File: src/rtl/uart_brk_pkg.sv
package uart_brk_pkg;

    localparam int MAX_BITS = 9;

    typedef enum logic [2:0] {
        ST_IDLE,
        ST_START,
        ST_DATA,
        ST_STOP,
        ST_HOLD
    } rx_state_e;

    typedef struct packed {
        logic [MAX_BITS-1:0] word;
        logic                stop_ok;
        logic                nine;
    } rx_frame_t;

    function automatic logic vote3(input logic [2:0] s);
        return (s[0] & s[1]) | (s[0] & s[2]) | (s[1] & s[2]);
    endfunction

    function automatic logic is_break(input rx_frame_t f);
        return !f.stop_ok && (f.word == '0);
    endfunction

endpackage

File: src/rtl/uart_brk_sampler.sv
module uart_brk_sampler #(
    parameter int SYNC_STAGES = 2
) (
    input  logic clk,
    input  logic rst,
    input  logic tick_i,
    input  logic rx_i,
    output logic line_o,
    output logic vote_o
);
    import uart_brk_pkg::*;

    logic [SYNC_STAGES-1:0] sync_q;
    logic [2:0]             win_q;

    always_ff @(posedge clk) begin
        if (rst) begin
            sync_q <= '1;
        end else begin
            sync_q <= {sync_q[SYNC_STAGES-2:0], rx_i};
        end
    end

    assign line_o = sync_q[SYNC_STAGES-1];

    always_ff @(posedge clk) begin
        if (rst) begin
            win_q <= '1;
        end else if (tick_i) begin
            win_q <= {win_q[1:0], line_o};
        end
    end

    assign vote_o = vote3(win_q);

endmodule

File: src/rtl/uart_brk_framer.sv
module uart_brk_framer #(
    parameter int OVS = 16
) (
    input  logic                   clk,
    input  logic                   rst,
    input  logic                   tick_i,
    input  logic                   line_i,
    input  logic                   vote_i,
    input  logic                   nine_i,
    output logic                   done_o,
    output uart_brk_pkg::rx_frame_t frame_o,
    output logic                   busy_o
);
    import uart_brk_pkg::*;

    localparam int PH_W    = $clog2(OVS);
    localparam int IDX_W   = $clog2(MAX_BITS + 1);
    localparam int VOTE_AT = OVS / 2 + 2;
    localparam logic [PH_W-1:0]  PH_VOTE = PH_W'(VOTE_AT);
    localparam logic [PH_W-1:0]  PH_LAST = PH_W'(OVS - 1);
    localparam logic [IDX_W-1:0] IDX_L9  = IDX_W'(MAX_BITS - 1);
    localparam logic [IDX_W-1:0] IDX_L8  = IDX_W'(MAX_BITS - 2);

    rx_state_e           state_q;
    logic [PH_W-1:0]     ph_q;
    logic [IDX_W-1:0]    idx_q;
    logic [MAX_BITS-1:0] sh_q;
    logic                nine_q;
    logic                stop_q;
    logic [IDX_W-1:0]    idx_last;

    assign idx_last = nine_q ? IDX_L9 : IDX_L8;

    always_ff @(posedge clk) begin
        if (rst) begin
            state_q <= ST_IDLE;
            ph_q    <= '0;
            idx_q   <= '0;
            sh_q    <= '0;
            nine_q  <= 1'b0;
            stop_q  <= 1'b1;
            done_o  <= 1'b0;
        end else begin
            done_o <= 1'b0;
            if (tick_i) begin
                ph_q <= (ph_q == PH_LAST) ? '0 : ph_q + 1'b1;
                unique case (state_q)
                    ST_IDLE: begin
                        ph_q <= PH_W'(1);
                        if (!line_i) begin
                            state_q <= ST_START;
                            nine_q  <= nine_i;
                            idx_q   <= '0;
                        end
                    end
                    ST_START: begin
                        if (ph_q == PH_VOTE && vote_i) begin
                            state_q <= ST_IDLE;
                        end else if (ph_q == PH_LAST) begin
                            state_q <= ST_DATA;
                        end
                    end
                    ST_DATA: begin
                        if (ph_q == PH_VOTE) begin
                            sh_q <= {vote_i, sh_q[MAX_BITS-1:1]};
                        end
                        if (ph_q == PH_LAST) begin
                            if (idx_q == idx_last) begin
                                state_q <= ST_STOP;
                            end else begin
                                idx_q <= idx_q + 1'b1;
                            end
                        end
                    end
                    ST_STOP: begin
                        if (ph_q == PH_VOTE) begin
                            done_o  <= 1'b1;
                            stop_q  <= vote_i;
                            state_q <= vote_i ? ST_IDLE : ST_HOLD;
                        end
                    end
                    ST_HOLD: begin
                        if (line_i) begin
                            state_q <= ST_IDLE;
                        end
                    end
                    default: state_q <= ST_IDLE;
                endcase
            end
        end
    end

    always_comb begin
        frame_o.nine    = nine_q;
        frame_o.stop_ok = stop_q;
        frame_o.word    = nine_q ? sh_q : {1'b0, sh_q[MAX_BITS-1:1]};
    end

    assign busy_o = (state_q == ST_START) || (state_q == ST_DATA) || (state_q == ST_STOP);

endmodule

File: src/rtl/uart_brk_status.sv
module uart_brk_status (
    input  logic                        clk,
    input  logic                        rst,
    input  logic                        done_i,
    input  uart_brk_pkg::rx_frame_t     frame_i,
    input  logic                        rd_i,
    output logic [uart_brk_pkg::MAX_BITS-1:0] data_o,
    output logic                        ready_o,
    output logic                        ferr_o,
    output logic                        ovr_o
);
    import uart_brk_pkg::*;

    always_ff @(posedge clk) begin
        if (rst) begin
            data_o  <= '0;
            ready_o <= 1'b0;
            ferr_o  <= 1'b0;
            ovr_o   <= 1'b0;
        end else begin
            if (rd_i) begin
                ready_o <= 1'b0;
                ferr_o  <= 1'b0;
                ovr_o   <= 1'b0;
            end
            if (done_i) begin
                if (ready_o && !rd_i) begin
                    ovr_o <= 1'b1;
                end else begin
                    data_o  <= is_break(frame_i) ? '0 : frame_i.word;
                    ready_o <= 1'b1;
                    ferr_o  <= !frame_i.stop_ok;
                end
            end
        end
    end

endmodule

File: src/rtl/uart_brk_rx.sv
module uart_brk_rx #(
    parameter int OVS         = 16,
    parameter int SYNC_STAGES = 2
) (
    input  logic       clk,
    input  logic       rst,
    input  logic       rx_i,
    input  logic       tick_i,
    input  logic       nine_bit_i,
    input  logic       rd_i,
    output logic [8:0] data_o,
    output logic       ready_o,
    output logic       ferr_o,
    output logic       ovr_o,
    output logic       busy_o
);
    import uart_brk_pkg::*;

    logic      line_s;
    logic      vote_s;
    logic      done_s;
    rx_frame_t frame_s;

    uart_brk_sampler #(.SYNC_STAGES(SYNC_STAGES)) u_smp (
        .clk    (clk),
        .rst    (rst),
        .tick_i (tick_i),
        .rx_i   (rx_i),
        .line_o (line_s),
        .vote_o (vote_s)
    );

    uart_brk_framer #(.OVS(OVS)) u_frm (
        .clk     (clk),
        .rst     (rst),
        .tick_i  (tick_i),
        .line_i  (line_s),
        .vote_i  (vote_s),
        .nine_i  (nine_bit_i),
        .done_o  (done_s),
        .frame_o (frame_s),
        .busy_o  (busy_o)
    );

    uart_brk_status u_sts (
        .clk     (clk),
        .rst     (rst),
        .done_i  (done_s),
        .frame_i (frame_s),
        .rd_i    (rd_i),
        .data_o  (data_o),
        .ready_o (ready_o),
        .ferr_o  (ferr_o),
        .ovr_o   (ovr_o)
    );

endmodule

File: config.mk
export PLATFORM = sky130hd
export DESIGN_NAME = uart_brk_rx
export DESIGN_NICKNAME = d
export VERILOG_FILES = /design/src/rtl/uart_brk_pkg.sv /design/src/rtl/uart_brk_sampler.sv /design/src/rtl/uart_brk_framer.sv /design/src/rtl/uart_brk_status.sv /design/src/rtl/uart_brk_rx.sv
export SDC_FILE = /design/constraint.sdc
export NUM_CORES = 1
export LEC_CHECK = 0
export CAP_MARGIN = 40
export CORE_AREA = 5 5 68 58
export CTS_CLUSTER_DIAMETER = 200
export CTS_CLUSTER_SIZE = 12
export DETAILED_ROUTE_END_ITERATION = 10
export DIE_AREA = 0 0 73 63
export PLACE_DENSITY = 0.92
export SLEW_MARGIN = 15
export SYNTH_ARGS = -nofsm -noshare
export SYNTH_HDL_FRONTEND = slang
export SYNTH_SLANG_ARGS = --single-unit
File: constraint.sdc
create_clock -name clk -period 4.5 [get_ports clk]
set_clock_uncertainty 0.05 [all_clocks]
set_input_delay 0.675 -clock clk [delete_from_list [all_inputs] [get_ports clk]]
set_output_delay 0.675 -clock clk [all_outputs]
set_load 0.01 [all_outputs]
==> results by group, run 1 <==
Placed design
  • # placed instances: ~240
  • Pre-CTS setup slack: approximately 2.0 ns
  • Placer Congestion: approximately 0.8
  • Port Buf Inserts: 18
  • Dpl hpwl: ~2400 µm

Setup path
  • CP max stage delay: between 0.5 and 0.6 ns
  • CP max FO: 9
  • CP max stage cell: clkdlybuf4s50_1
  • Reg2reg setup slack: roughly 2.7 ns
  • CP Cell Sequence: nor2_1 > nor2_1 > clkdlybuf4s50_1
  • Data arrival time of the worst path: ~1.6 ns
  • CP endpoint kind: primary output
  • Critical Path RT: ~3.8 ns
  • Most frequent cell on the critical path: nor2_1
  • Crit Path Class: reg -> out
  • Critical path launch point type: flop

Floorplan
  • Die width: around 73 µm
  • Chip height: around 63 µm
  • Ports: 19
  • Initial Utilization: 55.03%
  • Core Area: ~0.0032 mm²
  • Die area: approximately 0.0046 mm²
  • Row count: 19

Drt
  • Via count: 1406
  • Vias/cell: about 5.6
  • Detailed Route WL: about 3400 µm
  • # DRC: 0
  • DRT iter0 DRCs: ~110
  • WL per Instance: approximately 14 µm
  • Post-route ant nets: 0
  • DRT Pass-1 Iters: 4

Power and ir drop
  • Worst VDD drop: ~0.17 mV
  • Leak Pwr: about 0.7 nW
  • PD cells: 342.1 mW/mm²

Logic synthesis
  • Synth Instances: 193
  • Mux cell area share after synthesis: a little over an eighth
  • Register area share after synthesis: 45.01%
  • Post-synth top flop: dfxtp_1
  • Largest family of logic cells by synthesized area: simple AND/OR/NAND/NOR gates
  • Ys Warns: 0
  • Simple-gate share of the synthesized area: between 20% and 30%
  • Unique masters post-synth: 42
  • XOR/XNOR share of the synthesized area: less than 1%
  • Synthesized net count: 202
  • Post-synthesis area per instance: between 9 and 10 µm²
  • Synth async-reset ratio: 0%
  • Complex-gate fraction of the synthesized area: 12.52%
  • Register bit count reported by yosys: 40
  • Synth Area in Adders: 2.672%
  • Synthesized cell area: roughly 0.0018 mm²
  • Number of synthesized flops with an enable pin: 0

Timing
  • Hold Vio Cnt, Final: 0
  • TNS Setup: 0 ns
  • Final period util: 51.02%
  • Worst slew margin: between 50% and 60%
  • Peak Freq: 0.4356 GHz
  • Slew Viols, Final: 0
  • Worst slew pin tran: 0.7183 ns
  • RSZ-0062 raised after global routing: false
  • Final setup margin: around 2.2 ns
  • Min Tclk post-route: ~2.3 ns
  • Setup violators final: 0

Final layout
  • Fill cell count: roughly 280
  • Layout Utilization: a little under two thirds
  • Layout cells sized above 1: 6.250%
  • Antenna cells: 0
  • Layout area overhead: 16.24%
  • Non-filler instance count after layout: between 200 and 300
  • Final nets: between 200 and 250
  • FF/Latch Area: about 800 µm²
  • Area occupied by multi-input gates: roughly 900 µm²

Clock tree
  • Gates resized, CTS repair: 0
  • Clock Tree Root: clkbuf_8
  • CTS Buffer Depth: 2
  • Setup bufs post-CTS: 0
  • Skew-Pair Late Insertion Delay: 0.29 ns
  • CTS Hold Bufs: 0
  • Htree depth: 2
  • Cts bufs inserted: 5
  • Clock slew at reported path FFs: ~0.07 ns
  • CTS tree: built
  • Clock Sinks: 40

Global route
  • All-Layer GR Usage: around 16%
  • Total grt overflow: 0
  • Pin count of the biggest net entering global routing: 28
  • First-pass GRT wire length: roughly 5900 µm
  • Initial antenna violation count: 0
  • Vias in the first global route: 1285

Hold path
  • Worst min path class: reg -> reg

Job
  • Max-cap check violation count: 0

Run status
  • Status: completed
==> per-stage QoR <==
| step | hold slack (ns) | cell area, µm² | power [mW] |
|---|---|---|---|
| 5_1_grt | 0.4081 | 2068 | 0.7357 |
| 6_report | 0.3814 | 2068 | 0.7076 |
| 3_3_place_gp | 0.3423 | 1961 | 0.4287 |
| 4_1_cts | 0.3809 | 2068 | 0.7097 |
| 2_1_floorplan | 0.3395 | 1779 | 0.4168 |
| 3_5_place_dp | 0.3611 | 1961 | 0.4306 |
==> path summary, 6_finish.rpt <==
kind	startpoint	to	depth (start not counted)
max	u_frm.state_q[0]	busy_o	3
min	u_smp.sync_q[0]	u_smp.sync_q[1]	1
max reg2reg	u_frm.state_q[0]	u_frm.idx_q[1]	4
min reg2reg	u_smp.sync_q[0]	u_smp.sync_q[1]	1
==> per-layer routing <==
metal	vias to the layer above	global-route usage [%]	routed length, µm
met2	25	24.11	1564
met3	6	5.627	190
li1	714	-	-
met1	661	21.98	1650
met4	0	5.069	40
met5	-	0	0
==> report_power, final <==
group	internal, mW	switching [mW]	leakage, nW
combinational	0.0237	0.0308	0.323
sequential	0.359	0.00957	0.323
clock	0.164	0.120	0.0552
total	0.547	0.160	0.702
==> cell type report <==
cell class,instances,area share [%]
sequential,40,38.72
clock buffer,6,3.509
multi-input combinational,137,43.74
timing repair buffer,19,9.074
tap,42,2.541
inverter,4,0.7260
clock inverter,2,1.694
==> cells by family after synthesis <==
logic type,Yosys count
adder cells (fa/ha/maj),4
flip-flops,40
AO/OA/AOI/OAI,34
XOR/XNOR,2
buffers and inverters,16
multiplexers,24
AND/OR/NAND/NOR,73
==> cell usage after synthesis, types with 4 or more instances <==
cell type | n | area (µm²)
nand2b_1 | 4 | 25.02
nor2_1 | 28 | 105.1
mux2i_1 | 24 | 240.2
nand2_1 | 7 | 26.28
o21ai_0 | 6 | 30.03
a211oi_1 | 10 | 75.07
nand3_1 | 7 | 35.03
clkbuf_1 | 8 | 30.03
nor3_1 | 4 | 20.02
dfxtp_1 | 40 | 800.8
a21oi_1 | 9 | 45.04
==> state kept, by name (all words and copies together), names as in the netlist <==
signal	count
u_frm.done_o	1
u_frm.idx_q	4
u_frm.nine_q	1
u_frm.ph_q	4
u_frm.sh_q	9
u_frm.state_q	3
u_frm.stop_q	1
u_smp.sync_q	2
u_smp.win_q	3
u_sts.data_o	9
u_sts.ferr_o	1
u_sts.ovr_o	1
u_sts.ready_o	1
==> cells in the final DEF, fill, tap and decap left out, types with 2 or more instances in the layout <==
cell type	count
a211oi_1	10
a21oi_1	9
and2_1	2
and3_1	3
clkbuf_8	5
clkdlybuf4s50_1	18
dfxtp_1	40
ha_1	3
inv_1	3
mux2i_1	24
nand2_1	7
nand2b_1	4
nand3_1	7
nand4_1	3
nor2_1	28
nor2b_1	2
nor3_1	4
o211ai_1	2
o21ai_0	6
or2_2	2
or3_1	2
or3b_2	2
xnor2_1	2
==> critical path: cells and delay by family, from the launching register on <==
| family | cells | cell delay (ns) |
|---|---|---|
| buffers and inverters | 1 | 0.56 |
| DFF | 1 | 0.49 |
| and+or+nand+nor | 2 | 0.24 |
(Power assumes the default switching activity.)
==> run 2, diff against run 1 <==
--- a/config.mk
+++ b/config.mk
@@ -6,12 +6,12 @@
 export NUM_CORES = 1
 export LEC_CHECK = 0
 export CAP_MARGIN = 40
-export CORE_AREA = 5 5 68 58
+export CORE_AREA = 5 5 70 59
 export CTS_CLUSTER_DIAMETER = 200
 export CTS_CLUSTER_SIZE = 12
 export DETAILED_ROUTE_END_ITERATION = 10
-export DIE_AREA = 0 0 73 63
-export PLACE_DENSITY = 0.92
+export DIE_AREA = 0 0 75 64
+export PLACE_DENSITY = 0.88
 export SLEW_MARGIN = 15
 export SYNTH_ARGS = -nofsm -noshare
 export SYNTH_HDL_FRONTEND = slang
==> constraint.sdc (replaced) <==
create_clock -name clk -period 2.4 [get_ports clk]
set_clock_uncertainty 0.05 [all_clocks]
set_input_delay 0.36 -clock clk [delete_from_list [all_inputs] [get_ports clk]]
set_output_delay 0.36 -clock clk [all_outputs]
set_load 0.01 [all_outputs]
==> run 2 against run 1 <==
Hold slack worse by 0.014 ns. First-iteration DRC count is 47% lower. Wire length increased by 0.41%. Flip-flop and latch count unchanged. Critical path depth stayed put. Total power up 95%. Largest cell class unchanged. Largest power group unchanged.
==> results by group, run 2 (synthesis gave the netlist of run 1 again) <==
Timing
  • TNS Setup: 0 ns (unchanged)
  • Final period util: between 80% and 90%
  • Hold WS: 0.3678 ns (was 0.3814 ns)
  • Min Tclk post-route: ~2 ns
  • Slew Viols, Final: 0 (unchanged)
  • Worst slew pin tran: 0.5543 ns (was 0.7183 ns)
  • RSZ-0062 raised after global routing: false (unchanged)
  • Hold Vio Cnt, Final: 0 (unchanged)
  • Setup violators final: 0 (unchanged)
  • Peak Freq: roughly 0.5 GHz
  • Worst slew margin: 62.99% (was 51.74%)
  • Final setup margin: 0.4493 ns (was 2.204 ns)

Final layout
  • Layout area overhead: 19.13% (was 16.24%)
  • Most frequent cells in the layout: dfxtp_1 (40), nor2_1 (28), mux2i_1 (24) (unchanged)
  • Non-filler instance count after layout: 255 (was 250)
  • Layout Utilization: 63.23% (was 63.97%)
  • Fill cell count: 262 (was 275)
  • Final nets: 221 (was 216)
  • Antenna cells: 0 (unchanged)
  • Commonest non-fill, non-tap cell in the layout: dfxtp_1 (unchanged)
  • Fin area: 0.002120 mm² (was 0.002068 mm²)
  • Layout cells sized above 1: 8.920% (was 6.250%)
  • Top flop regs: u_frm.sh_q: 9 flops, u_sts.data_o: 9 flops (unchanged)

Floorplan
  • Ports: 19 (unchanged)
  • Row count: 19 (unchanged)
  • Core Area: 0.003352 mm² (was 0.003233 mm²)
  • Die width: 75 µm (was 73 µm)
  • Initial Utilization: 53.08% (was 55.03%)
  • Chip height: 64 µm (was 63 µm)
  • Die area: 0.004800 mm² (was 0.004599 mm²)

Clock tree
  • CTS Buffer Depth: 2 (unchanged)
  • CTS tree: built (unchanged)
  • Clock slew at reported path FFs: 0.07 ns (about the same)
  • Skew-Pair Late Insertion Delay: 0.30 ns (was 0.29 ns)
  • CTS Hold Bufs: 0 (unchanged)
  • Htree depth: 2 (unchanged)
  • Cts bufs inserted: 5 (unchanged)
  • Clock Sinks: 40 (unchanged)
  • Setup bufs post-CTS: 0 (unchanged)
  • Clock Tree Root: clkbuf_8 (unchanged)
  • Gates resized, CTS repair: 0 (unchanged)

Global route
  • All-Layer GR Usage: 16.10% (was 16.27%)
  • Vias in the first global route: 1315 (was 1285)
  • Pin count of the biggest net entering global routing: 20 (was 28)
  • Total grt overflow: 0 (unchanged)
  • Initial antenna violation count: 0 (unchanged)
  • First-pass GRT wire length: 6016 µm (was 5906 µm)

Placed design
  • Pre-CTS setup slack: 0.4784 ns (was 1.965 ns)
  • Port Buf Inserts: 18 (unchanged)
  • # placed instances: 247 (was 242)
  • DP Area: 0.001998 mm² (was 0.001961 mm²)
  • Placer Congestion: 0.8657 (was 0.7973)
  • Dpl hpwl: 2443 µm (was 2376 µm)

Setup path
  • Crit Path Class: reg -> out (unchanged)
  • Reg2Reg Launch Point: u_frm.state_q[1] (was u_frm.state_q[0])
  • Critical Path RT: 1.99 ns (was 3.77 ns)
  • Critical path launch point type: flop (unchanged)
  • Reg2reg setup slack: 0.64 ns (was 2.71 ns)
  • Crit path to: busy_o (unchanged)
  • Worst reg2reg path depth: 3 (was 4)
  • CP endpoint kind: primary output (unchanged)
  • CP max FO: 9 (unchanged)
  • CP startpoint: u_frm.state_q[0] (unchanged)
  • Data arrival time of the worst path: 1.54 ns (was 1.57 ns)
  • Reg2reg end: u_frm.idx_q[0] (was u_frm.idx_q[1])

Job
  • Max-cap check violation count: 0 (unchanged)

Drt
  • # DRC: 0 (unchanged)
  • Detailed Route WL: 3461 µm (was 3447 µm)
  • Post-route ant nets: 0 (unchanged)
  • Via count: 1443 (was 1406)
  • Vias/cell: 5.659 (was 5.624)
  • DRT Pass-1 Iters: 4 (unchanged)
  • DRT iter0 DRCs: 60 (was 113)
  • WL per Instance: 13.57 µm (was 13.79 µm)

Run status
  • Status: completed (unchanged)

Power and ir drop
  • Leak Pwr: 0.7323 nW (was 0.7018 nW)
  • Worst VDD drop: 0.4062 mV (was 0.1728 mV)
  • Internal cell power: 1.066 mW (was 0.5474 mW)
  • Clk pwr share: 41.8% (was 40.2%)
  • Switching pwr: 0.3140 mW (was 0.1602 mW)
  • Sw Share: 22.75% (was 22.65%)
  • Seq pwr share: 50.1% (was 52.1%)
  • PD cells: 651.2 mW/mm² (was 342.1 mW/mm²)
  • Tot Pwr: 1.380 mW (was 0.7076 mW)
  • Combinational fraction of design power: 8.1% (was 7.7%)

Hold path
  • Worst min path class: reg -> reg (unchanged)
## run 2: changes by cell type in the layout (fill, tap and decap cells not counted)
cell      before  now
clkinv_4       0    1
clkbuf_8       5    6
clkinv_2       1    0
buf_4          1    6
clkbuf_1       1    0
## run 2: final cells by class
type / count / area [µm²] / share of cell area [%]
multi-input combinational: 137 / 904.6 / 42.68
sequential: 40 / 800.8 / 37.78
clock buffer: 6 / 82.58 / 3.896
tap: 42 / 52.55 / 2.479
inverter: 4 / 15.01 / 0.7084
timing repair buffer: 24 / 225.2 / 10.63
clock inverter: 2 / 38.79 / 1.830
## run 2: worst min path at each step
stage | startpoint | cells after the start | endpoint | slack, ns
finish | u_smp.sync_q[0] | 1 | u_smp.sync_q[1] | 0.37
global route | u_smp.sync_q[0] | 1 | u_smp.sync_q[1] | 0.39
CTS | u_smp.sync_q[0] | 1 | u_smp.sync_q[1] | 0.37
detailed placement | u_smp.sync_q[0] | 1 | u_smp.sync_q[1] | 0.35
global placement | u_smp.sync_q[0] | 1 | u_smp.sync_q[1] | 0.34
floorplan | u_smp.sync_q[0] | 1 | u_smp.sync_q[1] | 0.34
## run 2: critical path: stages, from the launching register on
cell and delay, ns:
dfxtp_1 0.48, nor2_1 0.08, nor2_1 0.13, clkdlybuf4s50_1 0.55
## run 2: power by group through the flow
| stage | logic (mW) | registers [mW] | clock network (mW) |
|---|---|---|---|
| 6_report | 0.112 | 0.691 | 0.577 |
| 3_3_place_gp | 0.109 | 0.705 | 0 |
| 5_1_grt | 0.124 | 0.694 | 0.619 |
| 2_1_floorplan | 0.0883 | 0.693 | 0 |
| 4_1_cts | 0.111 | 0.691 | 0.586 |
| 3_5_place_dp | 0.110 | 0.706 | 0 |
## run 2: metal layers
metal,GRT usage [%],share of wire [%],vias up
met1,20.79,48,689
met2,24.35,46,26
li1,-,-,719
met3,5.643,4.6,9
met4,6.444,1.7,0
met5,0,0,-
==> run 3, diff against run 2 <==
==> constraint.sdc (replaced) <==
create_clock -name clk -period 1.85 [get_ports clk]
set_clock_uncertainty 0.05 [all_clocks]
set_input_delay 0.2775 -clock clk [delete_from_list [all_inputs] [get_ports clk]]
set_output_delay 0.2775 -clock clk [all_outputs]
set_load 0.01 [all_outputs]
==> run 3 against run 2 <==
Flip-flop and latch count unchanged. Non-clock buffer count increased by 5. Via count grew 0.55%. Critical endpoint is now u_frm.idx_q[0]. Highest routed layer unchanged.
==> results by group, run 3 (synthesis gave the netlist of run 1 again) <==
Final layout
  • Layout cells sized above 1: 11.47% (was 8.920%)
  • Top flop regs: u_frm.sh_q: 9 flops, u_sts.data_o: 9 flops (unchanged)
  • Most frequent cells in the layout: dfxtp_1 (39), nor2_1 (28), mux2i_1 (24) (was dfxtp_1 (40), nor2_1 (28), mux2i_1 (24))
  • Commonest non-fill, non-tap cell in the layout: dfxtp_1 (unchanged)
  • Antenna cells: 0 (unchanged)
  • Layout area overhead: 19.62% (was 19.13%)
  • Non-filler instance count after layout: 260 (was 255)
  • Final nets: 226 (was 221)
  • Layout Utilization: 63.49% (was 63.23%)

Drt
  • Post-route ant nets: 0 (unchanged)
  • DRT iter0 DRCs: 95 (was 60)
  • WL per Instance: 13.40 µm (was 13.57 µm)
  • Detailed Route WL: 3483 µm (was 3461 µm)
  • Via count: 1451 (was 1443)
  • # DRC: 0 (unchanged)
  • Vias/cell: 5.581 (was 5.659)
  • DRT Pass-1 Iters: 4 (unchanged)

Clock tree
  • Clock Sinks: 40 (unchanged)
  • Gates resized, CTS repair: 2 (was 0)
  • Skew-Pair Late Insertion Delay: 0.29 ns (was 0.30 ns)
  • Clock Tree Root: clkbuf_8 (unchanged)
  • Setup bufs post-CTS: 0 (unchanged)
  • CTS tree: built (unchanged)
  • CTS Hold Bufs: 0 (unchanged)
  • Clock slew at reported path FFs: 0.08 ns (was 0.07 ns)
  • Htree depth: 2 (unchanged)
  • CTS Buffer Depth: 2 (unchanged)
  • Cts bufs inserted: 5 (unchanged)

Setup path
  • Crit path to: u_frm.idx_q[0] (was busy_o)
  • Reg2Reg Launch Point: u_frm.ph_q[1] (was u_frm.state_q[1])
  • Reg2reg setup slack: 0.17 ns (was 0.64 ns)
  • CP endpoint kind: flop (was primary output)
  • Critical Path RT: 2.03 ns (was 1.99 ns)
  • Reg2reg end: u_frm.idx_q[0] (unchanged)
  • Worst reg2reg path depth: 5 (was 3)
  • CP max FO: 4 (was 9)
  • Data arrival time of the worst path: 1.86 ns (was 1.54 ns)
  • Critical path launch point type: flop (unchanged)
  • CP startpoint: u_frm.ph_q[1] (was u_frm.state_q[0])
  • Crit Path Class: reg -> reg (was reg -> out)

Global route
  • Vias in the first global route: 1333 (was 1315)
  • All-Layer GR Usage: 15.90% (was 16.10%)
  • Total grt overflow: 0 (unchanged)
  • First-pass GRT wire length: 6003 µm (was 6016 µm)
  • Pin count of the biggest net entering global routing: 20 (unchanged)
  • Initial antenna violation count: 0 (unchanged)

Job
  • Max-cap check violation count: 0 (unchanged)

Floorplan
  • Chip height: 64 µm (unchanged)
  • Initial Utilization: 53.08% (unchanged)
  • Die area: 0.004800 mm² (unchanged)
  • Core Area: 0.003352 mm² (unchanged)
  • Ports: 19 (unchanged)
  • Die width: 75 µm (unchanged)
  • Row count: 19 (unchanged)

Placed design
  • Placer Congestion: 0.8488 (was 0.8657)
  • Dpl hpwl: 2556 µm (was 2443 µm)
  • # placed instances: 252 (was 247)
  • Pre-CTS setup slack: 0.06787 ns (was 0.4784 ns)
  • Port Buf Inserts: 18 (unchanged)

Timing
  • Final period util: 90.86%
  • TNS Setup: 0 ns (unchanged)
  • Worst slew pin tran: 0.4835 ns (was 0.5543 ns)
  • RSZ-0062 raised after global routing: false (unchanged)
  • Min Tclk post-route: about 1.7 ns
  • Slew Viols, Final: 0 (unchanged)
  • Setup violators final: 0 (unchanged)
  • Hold Vio Cnt, Final: 0 (unchanged)
  • Peak Freq: 0.5949 GHz
  • Final setup margin: 0.1691 ns (was 0.4493 ns)
  • Worst slew margin: 67.49% (was 62.99%)

Power and ir drop
  • Worst VDD drop: 0.5128 mV (was 0.4062 mV)
  • PD cells: 765.4 mW/mm² (was 651.2 mW/mm²)
  • Leak Pwr: 0.7523 nW (was 0.7323 nW)

Hold path
  • Worst min path class: reg -> reg (unchanged)

Run status
  • Status: completed (unchanged)
-- run 3: how the worst min path moves through the flow --
stage | slack, ns | cells after the start | start | end
2_1_floorplan | 0.31 | 1 | rd_i | u_sts.ovr_o
3_3_place_gp | 0.34 | 1 | u_smp.sync_q[0] | u_smp.sync_q[1]
5_1_grt | 0.37 | 1 | u_smp.sync_q[0] | u_smp.sync_q[1]
3_5_place_dp | 0.34 | 1 | u_smp.sync_q[0] | u_smp.sync_q[1]
6_report | 0.37 | 1 | u_smp.sync_q[0] | u_smp.sync_q[1]
4_1_cts | 0.36 | 1 | u_smp.sync_q[0] | u_smp.sync_q[1]
-- run 3: layer usage --
| layer | vias to the layer above | track usage (%) | routed length, µm |
|---|---|---|---|
| met2 | 27 | 24.89 | 1670 |
| met3 | 3 | 4.075 | 151 |
| met4 | 0 | 6.000 | 21 |
| met5 | - | 0 | 0 |
| li1 | 731 | - | - |
| met1 | 690 | 20.85 | 1640 |
-- run 3: area by class of cell --
class                      count  area [µm²]
tap                           42       52.55
timing repair buffer          29       261.5
sequential                    40       802.0
inverter                       4       15.01
clock inverter                 2       10.01
multi-input combinational    137       904.6
clock buffer                   6       82.58
fill                         270        1224
-- run 3: critical path, cell delays in order, from the launching register on --
cell     delay, ns
dfxtp_1       0.39
ha_1          0.23
and3_1        0.26
nand4_1       0.15
or4_1         0.41
a21oi_1       0.14
-- run 3: report_power, final --
part	internal [mW]	total (mW)	switching (mW)	leakage, nW
sequential	0.875	0.889	0.0148	0.324
combinational	0.0713	0.156	0.0848	0.377
clock	0.297	0.584	0.286	0.0510
-- run 3: through the flow --
stage / cell area, µm² / hold slack, ns / power, mW
3_5_place_dp: 2036 / 0.3436 / 1.068
6_report: 2128 / 0.3661 / 1.629
3_3_place_gp: 2036 / 0.3436 / 1.065
4_1_cts: 2128 / 0.3601 / 1.642
5_1_grt: 2128 / 0.3680 / 1.700
2_1_floorplan: 1779 / 0.3068 / 1.014
